===== src/rtl/rbus_pkg.sv =====
package rbus_pkg;

  // Start of slot i's window.
  function automatic logic [31:0] slot_base(input int unsigned idx,
                                            input logic [31:0] base0,
                                            input logic [31:0] stride);
    return base0 + stride * 32'(idx);
  endfunction

  // Half-open window test, widened so base+size cannot wrap.
  function automatic logic in_window(input logic [31:0] a,
                                     input logic [31:0] base,
                                     input logic [31:0] size);
    logic [32:0] lo, hi, x;
    lo = {1'b0, base};
    hi = {1'b0, base} + {1'b0, size};
    x  = {1'b0, a};
    return (x >= lo) && (x < hi);
  endfunction

endpackage


===== src/rtl/rbus_decode.sv =====
module rbus_decode
  import rbus_pkg::*;
#(
  parameter int unsigned NSLV = 4,
  parameter int unsigned AW = 12,
  parameter logic [31:0] BASE = 32'h100,
  parameter logic [31:0] STRIDE = 32'h40,
  parameter logic [31:0] WIN = 32'h20,
  parameter logic [NSLV-1:0] PRESENT = '1
) (
  input  logic            clk,
  input  logic            rst_n,
  input  logic [AW-1:0]   addr,
  output logic [NSLV-1:0] sel
);

  logic [31:0] addr_w;
  assign addr_w = 32'(addr);

  for (genvar i = 0; i < NSLV; i++) begin : g_slot
    assign sel[i] = PRESENT[i] &&
                    in_window(addr_w, slot_base(i, BASE, STRIDE), WIN);
  end

  // windows never overlap
  a_r1_onehot_sel: assert property (@(posedge clk) disable iff (!rst_n)
    $onehot0(sel));

endmodule


===== src/rtl/rbus_gate_stage.sv =====
module rbus_gate_stage #(
  parameter int unsigned NSLV = 4,
  parameter int unsigned DW = 16
) (
  input  logic               clk,
  input  logic               rst_n,
  input  logic               rd,
  input  logic [NSLV-1:0]    sel,
  input  logic [NSLV*DW-1:0] lanes_in,
  output logic [NSLV*DW-1:0] lanes_q,
  output logic               rvalid
);

  logic [NSLV-1:0] lane_live;

  for (genvar i = 0; i < NSLV; i++) begin : g_lane
    logic [DW-1:0] gated;
    assign gated = (rd && sel[i]) ? lanes_in[i*DW +: DW] : '0;
    always_ff @(posedge clk or negedge rst_n) begin
      if (!rst_n) lanes_q[i*DW +: DW] <= '0;
      else        lanes_q[i*DW +: DW] <= gated;
    end
    assign lane_live[i] = |lanes_q[i*DW +: DW];
  end

  always_ff @(posedge clk or negedge rst_n) begin
    if (!rst_n) rvalid <= 1'b0;
    else        rvalid <= rd;
  end

  // only the one selected lane may carry data after gating
  a_r5_single_lane: assert property (@(posedge clk) disable iff (!rst_n)
    $onehot0(lane_live));

  // nothing is captured without a read
  a_r7_lanes_idle: assert property (@(posedge clk) disable iff (!rst_n)
    !rvalid |-> (lane_live == '0));

endmodule


===== src/rtl/rbus_or_tree.sv =====
module rbus_or_tree #(
  parameter int unsigned NSLV = 4,
  parameter int unsigned DW = 16
) (
  input  logic [NSLV*DW-1:0] lanes,
  output logic [DW-1:0]      merged
);

  logic [DW-1:0] acc [NSLV+1];
  assign acc[0] = '0;

  for (genvar i = 0; i < NSLV; i++) begin : g_or
    assign acc[i+1] = acc[i] | lanes[i*DW +: DW];
  end

  assign merged = acc[NSLV];

endmodule


===== src/rtl/rbus_or_fabric.sv =====
module rbus_or_fabric #(
  parameter int unsigned NSLV = 4,
  parameter int unsigned AW = 12,
  parameter int unsigned DW = 16,
  parameter logic [31:0] BASE = 32'h100,
  parameter logic [31:0] STRIDE = 32'h40,
  parameter logic [31:0] WIN = 32'h20,
  parameter logic [NSLV-1:0] PRESENT = '1
) (
  input  logic               clk,
  input  logic               rst_n,
  input  logic [AW-1:0]      m_addr,
  input  logic               m_wr,
  input  logic               m_rd,
  input  logic [DW-1:0]      m_wdata,
  output logic [DW-1:0]      m_rdata,
  output logic               m_rvalid,
  output logic [DW-1:0]      s_wdata,
  output logic [NSLV-1:0]    s_we,
  output logic [NSLV-1:0]    s_re,
  input  logic [NSLV*DW-1:0] s_rdata
);

  logic [NSLV-1:0]    sel;
  logic [NSLV*DW-1:0] lanes_q;

  rbus_decode #(
    .NSLV(NSLV), .AW(AW), .BASE(BASE), .STRIDE(STRIDE),
    .WIN(WIN), .PRESENT(PRESENT)
  ) i_decode (
    .clk(clk), .rst_n(rst_n), .addr(m_addr), .sel(sel)
  );

  assign s_wdata = m_wdata;
  assign s_we    = sel & {NSLV{m_wr}};
  assign s_re    = sel & {NSLV{m_rd}};

  rbus_gate_stage #(.NSLV(NSLV), .DW(DW)) i_gate (
    .clk(clk), .rst_n(rst_n), .rd(m_rd), .sel(sel),
    .lanes_in(s_rdata), .lanes_q(lanes_q), .rvalid(m_rvalid)
  );

  rbus_or_tree #(.NSLV(NSLV), .DW(DW)) i_or (
    .lanes(lanes_q), .merged(m_rdata)
  );

  // no write enable without the write strobe
  a_r2_we_needs_wr: assert property (@(posedge clk) disable iff (!rst_n)
    (s_we != '0) |-> m_wr);

  // no read enable without the read strobe
  a_r3_re_needs_rd: assert property (@(posedge clk) disable iff (!rst_n)
    (s_re != '0) |-> m_rd);

  // valid follows a read by one cycle
  a_r4_valid_after_rd: assert property (@(posedge clk) disable iff (!rst_n)
    m_rd |=> m_rvalid);

  // no valid without a preceding read
  a_r4_no_stray_valid: assert property (@(posedge clk) disable iff (!rst_n)
    !m_rd |=> !m_rvalid);

  // merged data idles at zero
  a_r7_idle_zero: assert property (@(posedge clk) disable iff (!rst_n)
    !m_rvalid |-> (m_rdata == '0));

endmodule


===== config.mk =====
export PLATFORM = sky130hd
export DESIGN_NAME = rbus_or_fabric
export DESIGN_NICKNAME = d
export VERILOG_FILES = /design/src/rtl/rbus_pkg.sv /design/src/rtl/rbus_decode.sv /design/src/rtl/rbus_gate_stage.sv /design/src/rtl/rbus_or_tree.sv /design/src/rtl/rbus_or_fabric.sv
export SDC_FILE = /design/constraint.sdc
export NUM_CORES = 1
export LEC_CHECK = 0
export ABC_AREA = 1
export BUFFER_PORTS_ARGS = -buffer_cell sky130_fd_sc_hd__buf_4
export CAP_MARGIN = 20
export CORE_ASPECT_RATIO = 0.6
export CORE_MARGIN = 4
export CORE_UTILIZATION = 45
export CTS_BUF_LIST = sky130_fd_sc_hd__clkbuf_4
export CTS_CLUSTER_SIZE = 30
export DETAILED_ROUTE_END_ITERATION = 12
export GPL_ROUTABILITY_DRIVEN = 0
export GPL_TIMING_DRIVEN = 0
export PLACE_DENSITY = 0.78
export SYNTH_ARGS = -nofsm -noshare
export SYNTH_HDL_FRONTEND = slang
export SYNTH_SLANG_ARGS = --single-unit

===== constraint.sdc =====
create_clock -name clk -period 1.4 [get_ports clk]
set_input_delay 0 -clock clk [delete_from_list [all_inputs] [get_ports clk]]
set_output_delay 0 -clock clk [all_outputs]
set_load 0.005 [all_outputs]

# Yosys cells after proc, flatten, opt, wreduce, memory -nomap -nowiden
# Cells that the tools add are included.
dict set report totals {
  mem_bits_ro 0
  mem_count 0
  elab_cells 30
  reg_bits 65
  input_bits 96
  ram_bits 0
  latch_bits 0
  out_inout_bits 41
}
dict set report classes {
  n_mux 4
  eq_ne 0
  addsub 0
  n_mul 0
  div_mod_pow 0
  n_shift 0
  n_bitwise 5
  reduce_logical 8
  order_cmp 8
}
# op n
set ops {}
lappend ops {{$mux W16} 4}
lappend ops {{$ge A12 B9 Y1 const B} 4}
lappend ops {{$lt A12 B9 Y1 const B} 4}
lappend ops {{$or A16 B16 Y16} 3}
lappend ops {{$and A4 B4 Y4} 2}
lappend ops {{$logic_and A1 B1 Y1} 8}

# Logic depth before layout (Yosys ltp)
dict set report logic_depth {
  ltp_word 4
  mapped_depth 7
}

# Cells and area by module
# A second synthesis with hierarchy kept.
dict set report unflattened {
  cells_unflattened 297
  hier_area_um2 2582.5
}
# module instances seq_area_each_um2 cells_each area_per_inst_um2
set by_module_without_submodules {}
lappend by_module_without_submodules {rbus_gate_stage 1 1626.6 201 2152.1}
lappend by_module_without_submodules {rbus_or_fabric 1 0.0 32 180.2}
lappend by_module_without_submodules {rbus_or_tree 1 0.0 48 180.2}
lappend by_module_without_submodules {rbus_decode 1 0.0 16 70.1}

# Worst setup path before layout
# Ideal clock, no wire load.
dict set report synth_timing {
  kind {in2reg}
  from {input m_addr[11]}
  to {register i_gate.lanes_q[54]}
  setup_time_ps 116
  arrival_ps 707
  cell_stages 7
  path_slack_ps 577
  cell_sequence {nor2_2 -> nand2_4 -> inv_2 -> o21ai_4 -> nand3_4 -> buf_6 -> nor2_2}
}
dict set report synth_between {
  elab_chain_cells 4
  elab_cells_between_ends 5
}
# element line
set synth_rtl {}
lappend synth_rtl {{start: declaration} rbus_or_fabric.sv:12} ;# input logic [AW-1:0] m_addr,
lappend synth_rtl {{$ge A12 B9 Y1 / $lt A12 B9 Y1 (equally long branches)} rbus_pkg.sv:18} ;# return (x >= lo) && (x < hi);
lappend synth_rtl {{$logic_and A1 B1 Y1 (*)} rbus_pkg.sv:18}
lappend synth_rtl {{$logic_and A1 B1 Y1 (*)} rbus_gate_stage.sv:18} ;# assign gated = (rd && sel[i]) ? lanes_in[i*DW +: DW] : '0;
lappend synth_rtl {{$mux W16 (*)} rbus_gate_stage.sv:18}
lappend synth_rtl {{named net i_gate.g_lane[3].gated[6]} rbus_gate_stage.sv:17} ;# logic [DW-1:0] gated;
lappend synth_rtl {{end signal: indexed assignment} rbus_gate_stage.sv:21} ;# else lanes_q[i*DW +: DW] <= gated;
lappend synth_rtl {{end: declaration} rbus_gate_stage.sv:10} ;# output logic [NSLV*DW-1:0] lanes_q,
# The timed path passes the listed nets; every way through them passes the cells marked *.

# Final worst setup path
dict set report layout_timing {
  from {input m_rd}
  to {register i_gate.lanes_q[22]}
}
dict set report layout_between {
  elab_chain_cells 2
}
# element line
set layout_rtl {}
lappend layout_rtl {{start: declaration} rbus_or_fabric.sv:14} ;# input logic m_rd,
lappend layout_rtl {{$logic_and A1 B1 Y1} rbus_gate_stage.sv:18}
lappend layout_rtl {{$mux W16} rbus_gate_stage.sv:18}
lappend layout_rtl {{named net i_gate.g_lane[1].gated[6]} rbus_gate_stage.sv:17}
# The timed path passes the listed nets, and every way through them passes these cells.

==> qor.yml <==
status: "finished, final reports clean"
cap_violations: 0
holdCritPathClass: "primary input to flop"
syn_inst: 296
final_core_util_pct: 78.1
synth.largest_area_cell: "dfrtp_1"
numCtsBuffers: 9
fp.dieArea_mm2: 0.00768
grt_setup_unrepaired: "false"
fin_nets: 605
fmax_mhz: 714
p_leak_uw: 0.00282
die_h_um: 69.5
fin_area_mm2: 0.00477
start_kind: "primary input"
synth_fp_nets: 392
cp-end-kind: "flop"
wire_per_inst_um: 13.6
synthDominantCellAreaShare_pct: 57.4
first_global_vias: 2689
drtPass1Iterations: 6
crit_fanout: 10
clock-sinks: 65
drt_iter0_drc: 95
cts_max_level: 3
min_from: "m_addr[6]"
antenna_found_initial: 0
syn_area_mm2: 0.00284
finalSetupTns_ns: 0
root_buffer: "clkbuf_4"
yosysSeqAreaShare_pct: 57.4
track_usage_pct: 22.3
worst_pin_slew_ns: 0.780
hold_viol: 0
cts_setup_buffers: 0
cts_hold_buf: 87
slew_viol_final: 0
ant_nets: 0
final_common_cell: "buf_4"
hpwlAfterDp_um: 4940
hold_end: "i_gate.lanes_q[36]$_DFF_PN0_"
drive_above_1_share_pct: 37.2
required_ns: 1.68
drc: 0
fin_crit_ns: 1.40
critPathKind: "primary input to flop"
yosysWarningCount: 0
post-route-period-util_pct: 100
tritoncts: "built"
ys_ff_latch: 65
synth_area_leaders: "dfrtp_1 (57%), inv_1 (9.4%), nor2_1 (9.1%)"
design.core.area_mm2: 0.00611
grt_first_pass_wirelength_um: 13200
start_util_pct: 46.4
clockBufferDepth: 2
fp.dieW_um: 110
numPortBuffers: 115
ios: 137
fillerInstances: 435
via_count: 2493
hold_path_depth: 4
ir_drop_uv: 381
overflow: 0
placed_area_mm2: 0.00380
grt_max_degree: 66
p_per_area_mw_per_mm2: 724
setup_violations: 0
synth_area_per_cell_um2: 9.58
arrival_ns: 1.68
syn_to_final_growth_pct: 68.4
fp-row-count: 22
most-common-layout-cells: "buf_4 (131), dlygate4sd3_1 (87), inv_1 (71)"
diodes: 0
ys_types: 20
max_slew_margin_pct: 48.0
postCtsResizedCells: 0
via_per_inst: 4.18
instances_no_fill: 597
clkTransAtPathRegs_ns: 0.10
wl_um: 8100
dp_cells: 495
-- synthesized netlist by cell type (all sizes together) --
cell / instances
nor2: 91
inv: 74
dfrtp: 65
buf: 21
nand2: 20
nor3: 16
nand3: 3
a21oi: 2
nand4: 2
o21ai: 1
or2: 1
-- worst max-delay path: stages --
cell,delay (ns)
dlygate4sd3_1,0.53
buf_4,0.17
inv_2,0.15
buf_6,0.20
nor3_1,0.07
dlygate4sd3_1,0.55
-- power by group --
| group | switching (µW) | internal (µW) | total [µW] |
|---|---|---|---|
| clock network | 611 | 358 | 969 |
| registers | 3.04 | 1890 | 1890 |
| logic | 232 | 364 | 596 |
| total | 846 | 2610 | 3450 |
-- area by class of cell --
cell class / count / area [µm²] / share of cell area [%]
clock buffers: 10 / 75.1 / 1.57
plain buffers: 21 / 176 / 3.70
flip-flops and latches: 65 / 1630 / 34.1
well taps: 84 / 105 / 2.20
clock inverters: 5 / 23.8 / 0.498
multi-input cells: 136 / 754 / 15.8
repair buffers: 202 / 1730 / 36.3
inverters: 74 / 278 / 5.82
-- flip-flops by register name (all words and copies together), names as in the netlist --
register and flops:
i_gate.lanes_q 64, i_gate.rvalid 1
-- kinds of logic after synthesis --
group / count (synthesis) / synth area share [%]
simple gates: 133 / 25.6
buf+inv: 95 / 16.0
flops: 65 / 57.4
compound gates: 3 / 1.06
-- worst max-delay path by stage --
stage / to / startpoint / cells past startpoint
6_report: i_gate.lanes_q[22]$_DFF_PN0_ / m_rd / 6
2_1_floorplan: i_gate.lanes_q[54]$_DFF_PN0_ / m_addr[11] / 7
3_5_place_dp: i_gate.lanes_q[55]$_DFF_PN0_ / m_addr[11] / 7
3_3_place_gp: s_re[3] / m_addr[11] / 8
5_1_grt: i_gate.lanes_q[22]$_DFF_PN0_ / m_rd / 6
4_1_cts: i_gate.lanes_q[22]$_DFF_PN0_ / m_rd / 6
-- routing by layer --
layer	up-vias	GRT usage [%]	part of all wire (%)
li1	1254	-	-
met1	1138	25.4	40
met2	86	39.8	53
met3	15	6.10	4.4
met4	0	9.43	2.1
met5	-	0	0
-- per-stage QoR --
stage	setup slack [ns]	power [µW]	hold WS, ns
finish	0.000168	3450	0.0241
global route	0.00405	3650	0.0228
CTS	0.0278	3500	0.00176
detailed placement	0.264	2360	0.131
global placement	0.307	2350	0.123
floorplan	0.577	2080	-0.296
Note: power is estimated with default switching activity, not from simulation.
